==> src/rtl/i2c_arb_pkg.sv <==
package i2c_arb_pkg;
  typedef struct packed {
    logic mst;
    logic trx;
  } arb_mode_t;

  localparam arb_mode_t MODE_SLAVE_RX = '{mst: 1'b0, trx: 1'b0};
endpackage

==> src/rtl/i2c_arb_sync.sv <==
module i2c_arb_sync #(
  parameter int STAGES = 2,
  parameter int WIDTH  = 2
) (
  input  logic             clk,
  input  logic             rst,
  input  logic [WIDTH-1:0] d,
  output logic [WIDTH-1:0] q
);
  logic [WIDTH-1:0] chain_q [STAGES];

  for (genvar i = 0; i < STAGES; i++) begin : g_stage
    if (i == 0) begin : g_first
      always_ff @(posedge clk) begin
        if (rst) chain_q[i] <= '1;
        else     chain_q[i] <= d;
      end
    end else begin : g_next
      always_ff @(posedge clk) begin
        if (rst) chain_q[i] <= '1;
        else     chain_q[i] <= chain_q[i-1];
      end
    end
  end

  assign q = chain_q[STAGES-1];
endmodule

==> src/rtl/i2c_arb_cmp.sv <==
module i2c_arb_cmp
  import i2c_arb_pkg::*;
(
  input  logic      clk,
  input  logic      rst,
  input  logic      scl_s,
  input  logic      sda_s,
  input  logic      sda_drv,
  input  logic      bit_is_ack,
  input  arb_mode_t mode,
  output logic      loss
);
  logic scl_prev_q;
  logic scl_rise;
  logic compare_en;

  always_ff @(posedge clk) begin
    if (rst) scl_prev_q <= 1'b1;
    else     scl_prev_q <= scl_s;
  end

  assign scl_rise   = scl_s & ~scl_prev_q;
  assign compare_en = scl_rise & mode.mst & mode.trx & ~bit_is_ack;
  // Open drain: only a released line seen low means another master won.
  assign loss       = compare_en & sda_drv & ~sda_s;

  // a detected rise lasts a single cycle
  a_r1_single_rise: assert property (@(posedge clk) disable iff (rst)
    scl_rise |=> !scl_rise);
endmodule

==> src/rtl/i2c_arb_state.sv <==
module i2c_arb_state
  import i2c_arb_pkg::*;
(
  input  logic      clk,
  input  logic      rst,
  input  logic      loss,
  input  logic      clr,
  input  logic      mode_wr,
  input  arb_mode_t mode_wdata,
  input  logic      sda_drv,
  input  logic      scl_drv,
  output logic      lost,
  output arb_mode_t mode,
  output logic      sda_out,
  output logic      scl_out
);
  logic      lost_n;
  arb_mode_t mode_n;

  always_comb begin
    lost_n = lost;
    if (clr)  lost_n = 1'b0;
    if (loss) lost_n = 1'b1;
    mode_n = mode;
    if (mode_wr) mode_n = mode_wdata;
    if (loss)    mode_n = MODE_SLAVE_RX;
  end

  always_ff @(posedge clk) begin
    if (rst) begin
      lost    <= 1'b0;
      mode    <= MODE_SLAVE_RX;
      sda_out <= 1'b1;
      scl_out <= 1'b1;
    end else begin
      lost    <= lost_n;
      mode    <= mode_n;
      sda_out <= lost_n | sda_drv;
      scl_out <= lost_n | scl_drv;
    end
  end

  a_r2_loss_sets_flag: assert property (@(posedge clk) disable iff (rst)
    loss |=> lost);
  a_r3_mode_dropped: assert property (@(posedge clk) disable iff (rst)
    $rose(lost) |-> (!mode.mst && !mode.trx));
  a_r4_scl_released: assert property (@(posedge clk) disable iff (rst)
    lost |-> scl_out);
  a_r5_sda_released: assert property (@(posedge clk) disable iff (rst)
    lost |-> sda_out);
  a_r6_access_clears: assert property (@(posedge clk) disable iff (rst)
    (clr && !loss) |=> !lost);
  a_r9_loss_wins: assert property (@(posedge clk) disable iff (rst)
    (clr && loss) |=> lost);
  a_r10_mode_load: assert property (@(posedge clk) disable iff (rst)
    (mode_wr && !loss) |=> (mode == $past(mode_wdata)));
endmodule

==> src/rtl/i2c_arb_monitor.sv <==
module i2c_arb_monitor
  import i2c_arb_pkg::*;
#(
  parameter int SYNC_STAGES = 2
) (
  input  logic clk,
  input  logic rst,
  input  logic scl_in,
  input  logic sda_in,
  input  logic sda_drv,
  input  logic scl_drv,
  input  logic bit_is_ack,
  input  logic dbr_wr,
  input  logic dbr_rd,
  input  logic cr2_wr,
  input  logic cr2_mst,
  input  logic cr2_trx,
  output logic arb_lost,
  output logic mst,
  output logic trx,
  output logic sda_out,
  output logic scl_out
);
  localparam int BUS_W = 2;

  logic [BUS_W-1:0] bus_s;
  logic             loss;
  logic             clr;
  arb_mode_t        mode;
  arb_mode_t        mode_wdata;

  i2c_arb_sync #(.STAGES(SYNC_STAGES), .WIDTH(BUS_W)) u_sync (
    .clk (clk),
    .rst (rst),
    .d   ({scl_in, sda_in}),
    .q   (bus_s)
  );

  i2c_arb_cmp u_cmp (
    .clk        (clk),
    .rst        (rst),
    .scl_s      (bus_s[1]),
    .sda_s      (bus_s[0]),
    .sda_drv    (sda_drv),
    .bit_is_ack (bit_is_ack),
    .mode       (mode),
    .loss       (loss)
  );

  assign clr        = dbr_wr | dbr_rd | cr2_wr;
  assign mode_wdata = '{mst: cr2_mst, trx: cr2_trx};

  i2c_arb_state u_state (
    .clk        (clk),
    .rst        (rst),
    .loss       (loss),
    .clr        (clr),
    .mode_wr    (cr2_wr),
    .mode_wdata (mode_wdata),
    .sda_drv    (sda_drv),
    .scl_drv    (scl_drv),
    .lost       (arb_lost),
    .mode       (mode),
    .sda_out    (sda_out),
    .scl_out    (scl_out)
  );

  assign mst = mode.mst;
  assign trx = mode.trx;
endmodule

==> config.mk <==
export PLATFORM = sky130hd
export DESIGN_NAME = i2c_arb_monitor
export DESIGN_NICKNAME = d
export VERILOG_FILES = /design/src/rtl/i2c_arb_pkg.sv /design/src/rtl/i2c_arb_sync.sv /design/src/rtl/i2c_arb_cmp.sv /design/src/rtl/i2c_arb_state.sv /design/src/rtl/i2c_arb_monitor.sv
export SDC_FILE = /design/constraint.sdc
export NUM_CORES = 1
export LEC_CHECK = 0
export ABC_AREA = 1
export BUFFER_PORTS_ARGS = -buffer_cell sky130_fd_sc_hd__buf_2
export CAP_MARGIN = 20
export CORE_AREA = 2 2 39 41
export DETAILED_ROUTE_END_ITERATION = 8
export DIE_AREA = 0 0 41 43
export HOLD_SLACK_MARGIN = 0.06
export RECOVER_POWER = 25
export SLEW_MARGIN = 20
export SYNTH_ARGS = -nofsm -noshare
export SYNTH_HDL_FRONTEND = slang
export SYNTH_SLANG_ARGS = --single-unit
==> constraint.sdc <==
create_clock -name clk -period 1.5 [get_ports clk]
set_input_delay 0.15 -clock clk [delete_from_list [all_inputs] [get_ports clk]]
set_output_delay 0.15 -clock clk [all_outputs]
set_load 0.02 [all_outputs]
-- Word-level counts from Yosys, hierarchy flattened
Memories as Yosys holds them, arrays and structs flattened.
Index checks and enable logic that the tools add are counted.
W data, S select, Z words.
- register bits after elaboration: 6
- bits in latches: 0
- memory bits (writable): 4
- memory bits (read-only): 0
- memories: 1
- memory list (name ; words ; bits a word ; read ports ; clocked after memory_dff ; wr ports ; RTL line ; RTL):
    u_sync.chain_q ; 2 ; 2 ; 2 ; 0 ; 2 ; i2c_arb_sync.sv:10 ; logic [WIDTH-1:0] chain_q [STAGES];
- $add $sub $neg: 0
- multiply operators: 0
- divide/modulo/power cells: 0
- order comparisons: 0
- equal/unequal tests: 0
- shift-type cells: 0
- mux-type cells: 7
- bitwise operators: 15
- reduce and logical (&&, ||, !) cells: 1
- operator list (kind ; count):
    $and A1 B1 Y1 ; 6
    $or A1 B1 Y1 ; 6
    $mux W1 ; 5
    $mux W2 ; 2
    $not A1 Y1 ; 3
    $reduce_or A2 Y1 ; 1

-- Logic depth before layout (Yosys ltp)
- depth after elaboration: 9
- depth in mapped cells: 6
- gate-level depth less buffers: 6

-- By module
From an unflattened synthesis, not the netlist that was laid out.
- cells, all modules: 49
- area total of the unflattened synthesis: 372.9 um^2
- by module, submodules not included (module ; times used ; cells each ; area an instance (um^2) ; sequential area each (um^2)):
    i2c_arb_state ; 1 ; 22 ; 185.2 ; 100.1
    i2c_arb_sync ; 1 ; 13 ; 116.4 ; 80.1
    i2c_arb_cmp ; 1 ; 11 ; 60.1 ; 20.0
    i2c_arb_monitor ; 1 ; 3 ; 11.3 ; 0.0

-- Worst setup path after synthesis
Ideal clock, no wire load.
- path type: register to register
- from: register u_state.mode[0] (netlist name)
- to: register u_state.mode[0] (netlist name)
- setup time: 116 ps
- arrival time: 815 ps
- setup slack: 569 ps
- stages on the path, launching flop included: 6
- clock period less this slack: 931 ps
- cells stage by stage: dfxtp_1 -> nand2_1 -> nor2_2 -> nand2_2 -> nand2_1 -> nor2_1
- word-level cells in the longest chain between the ends: 5
- ends and longest elaborated chain (what ; RTL line ; RTL):
    $and A1 B1 Y1 (2 in a row) ; i2c_arb_cmp.sv:23 ; assign compare_en = scl_rise & mode.mst & mode.trx & ~bit_is_ack;
    $and A1 B1 Y1 (2 in a row) ; i2c_arb_cmp.sv:25 ; assign loss = compare_en & sda_drv & ~sda_s;
    $reduce_or A2 Y1 (no line) ; n/a ;
No other way between the ends.
A chain may end at the register's enable or synchronous reset.

-- Worst setup path in the final report
- from: register u_state.mode[0] (netlist name)
- to: output port trx
- RTL lines (what ; RTL line ; RTL):
    to (decl) ; i2c_arb_monitor.sv:20 ; output logic trx,
No word-level cell between the ends.

==> flow_metrics.env <==
export IMPL_grt_overflow=0
export IMPL_seq_power_share_pct=49.5
export IMPL_period_needed_ps=917
export IMPL_die_w_um=41
export IMPL_power_switching_share_pct=20.5
export IMPL_synth_top_cell_area_share_pct=56.7
export IMPL_synth_seq_cells=10
export IMPL_drt_drc_violations_left=0
export IMPL_clock_latency_ps=260
export IMPL_worst_path_max_fanout=3
export IMPL_cts_max_path_buffers=2
export IMPL_drt_first_iter_violations=0
export IMPL_synthToLayoutAreaGrowth_pct=44.3
export IMPL_r2r_worst_path_cells=5
export IMPL_grt_antenna_before_repair=0
export IMPL_clock_root_buffer="clkbuf_4"
export IMPL_min_delay_worst_endpoint="u_state.scl_out"
export IMPL_antenna_cells=0
export IMPL_mappedNetlistArea_um2=353
export IMPL_slowest_delay_ps=340
export IMPL_tritoncts="built"
export IMPL_design_portCount=17
export IMPL_regToRegEndpoint="u_state.mode[0]"
export IMPL_portBuffers=16
export IMPL_endpoint_kind="primary output"
export IMPL_postSynthNetCount=50
export IMPL_grt_max_degree=9
export IMPL_cts_resized=0
export IMPL_hold_path_startpoint="scl_drv"
export IMPL_power_per_cell_area_mw_per_mm2=1110
export IMPL_cellLeakagePower_nw=0.245
export IMPL_fin_total_pwr_mw=0.567
export IMPL_min_path_type="input pin to flip-flop"
export IMPL_post_synth_cell_area_avg_um2=9.29
export IMPL_actual_slew_at_the_worst_max_slew_pin_ps=128
export IMPL_netlist_cell_type_count=11
export IMPL_first_global_vias=222
export IMPL_grt_setup_unrepaired="no"
export IMPL_power_net_switching_mw=0.116
export IMPL_cts_buffers_inserted=3
export IMPL_crit_type="flip-flop to primary output"
export IMPL_power_clock_fraction_pct=41.2
export IMPL_std_cell_rows=14
export IMPL_cp_num_buf_inv=1
export IMPL_critical_path_slowest_cell="dfxtp_1"
export IMPL_ctsHoldBuffers=2
export IMPL_vias_per_cell=3.89
export IMPL_drive_gt1_share_pct=45.0
export IMPL_layout_commonest_cell="buf_2"
export IMPL_mostFrequentLayoutCells="buf_2 (16), dfxtp_1 (10), or2_1 (5), nand2_1 (5)"
export IMPL_power_frac_comb_pct=9.3
export IMPL_vdd_ir_drop_worst_mv=0.475
export IMPL_vias=296
export IMPL_synth_sequential_area_ratio_pct=56.7
export IMPL_globalplace_congestion=0.592
export IMPL_final_net_count=73
export IMPL_timing_max_slew_rel_slack_pct=91.2
export IMPL_setup_total_negative_slack_ps=0
export IMPL_finalCritPeriodShare_pct=61.1
export IMPL_worst_setup_hold_path_clk_slew_ps=60
export IMPL_top_post_synthesis_cells_by_area="dfxtp_1 (57%), or2_1 (8.9%), nor2_2 (7.1%), mux2i_1 (5.7%), nand2_1 (5.3%)"
export IMPL_coreArea_mm2=0.00138
export IMPL_worst_endpoint_arrival_ps=770
export IMPL_start_kind="flip-flop"
export IMPL_antenna_left=0
export IMPL_cellInternalPower_mw=0.451
export IMPL_final_routed_wirelength_um=576
export IMPL_status="completed"
export IMPL_die_area_mm2=0.00176
export IMPL_initial_core_util_pct=25.5
export IMPL_drv_slew=0
export IMPL_clock_fmax_ghz=1.09
export IMPL_dieHeight_um=43
export IMPL_max_capacitance_violation_count=0
export IMPL_clock_skew_final_ps=0.506
export IMPL_critPathRequiredTime_ps=1350
export IMPL_crit_family="flip-flops"
export IMPL_nFillCells=149
export IMPL_whs_path_depth=3
export IMPL_post_cts_setup_buffer_count=0
export IMPL_cts_sink_count=10
export IMPL_reg2reg_slack_ps=670
export IMPL_postSynthCellCount=38
export IMPL_avg_wl_per_cell_um=7.58
export IMPL_hold_viol=0
export IMPL_fin_hold_ws_ps=85.3
export IMPL_setup_viol=0
export IMPL_all_layer_gr_usage_pct=7.05
export IMPL_drt_pass1_iter_count=1
export IMPL_utilization_pct=36.8
export IMPL_yosysWarnings=0
export IMPL_timing_critical_path_cells="buf_2"
export IMPL_grt_pass1_wl_um=786
export IMPL_worst_r2r_startpoint="u_state.mode[0]"
export IMPL_maximum_level_of_the_cts_h_tree=1
export IMPL_netlist_top_cell_by_area="dfxtp_1"
## power by group through the flow
stage | Combinational, mW | Sequential, mW | Clock, mW
finish | 0.0528 | 0.281 | 0.234
global route | 0.0591 | 0.282 | 0.255
CTS | 0.0539 | 0.281 | 0.246
detailed placement | 0.0499 | 0.287 | 0
global placement | 0.0491 | 0.287 | 0
floorplan | 0.0160 | 0.295 | 0
## cell type report
class	instances	area, um2	area share, %
Clock buffer	4	36.3	7.13
Inverter	4	15.0	2.95
Multi-Input combinational cell	24	138	27.0
Sequential cell	10	200	39.3
Tap cell	16	20.0	3.93
Timing Repair Buffer	18	100	19.7
## flip-flops by register name (all words and copies together), names as in the netlist
register,count
u_sync.chain_q,4
u_state.scl_out,1
u_state.lost,1
u_state.mode,2
u_cmp.scl_prev_q,1
u_state.sda_out,1
## synth_stat cells
library cell   n
nand2_2        2
a21oi_1        1
nor2_1         3
a21oi_2        1
inv_1          4
or2_1          5
mux2i_1        2
dfxtp_1       10
nand3_1        1
nand2_1        5
nor2_2         4
## worst max path at each step
stage,start,endpoint,cells after the start
finish,u_state.mode[0],trx,1
global route,u_state.lost,arb_lost,1
CTS,u_state.mode[0],trx,1
detailed placement,u_state.mode[0],u_state.mode[1],5
global placement,u_state.mode[0],u_state.mode[0],5
floorplan,u_state.mode[0],u_state.mode[0],5
## logic make-up after synthesis
| group | count (synthesis) | share of synthesized area, % |
|---|---|---|
| DFF | 10 | 56.7 |
| AOI/OAI and AO/OA | 2 | 3.90 |
| buffers and inverters | 4 | 4.25 |
| muxes | 2 | 5.67 |
| and+or+nand+nor | 20 | 29.4 |
## through the flow
step	area [um2]	worst slack [ps]	std cells
floorplan	353	569	38
global placement	453	688	70
detailed placement	453	661	70
CTS	509	567	76
global route	509	545	76
finish	509	583	76
## metal layers
layer	part of all wire (%)	routed length, um	global-route usage, %	vias up
met1	41	236	6.82	125
met2	48	275	10.6	12
met3	11	64	3.14	0
li1	-	-	-	159
met4	0	0	6.00	0
met5	0	0	0	-
Note: power is estimated with default switching activity, not from simulation.
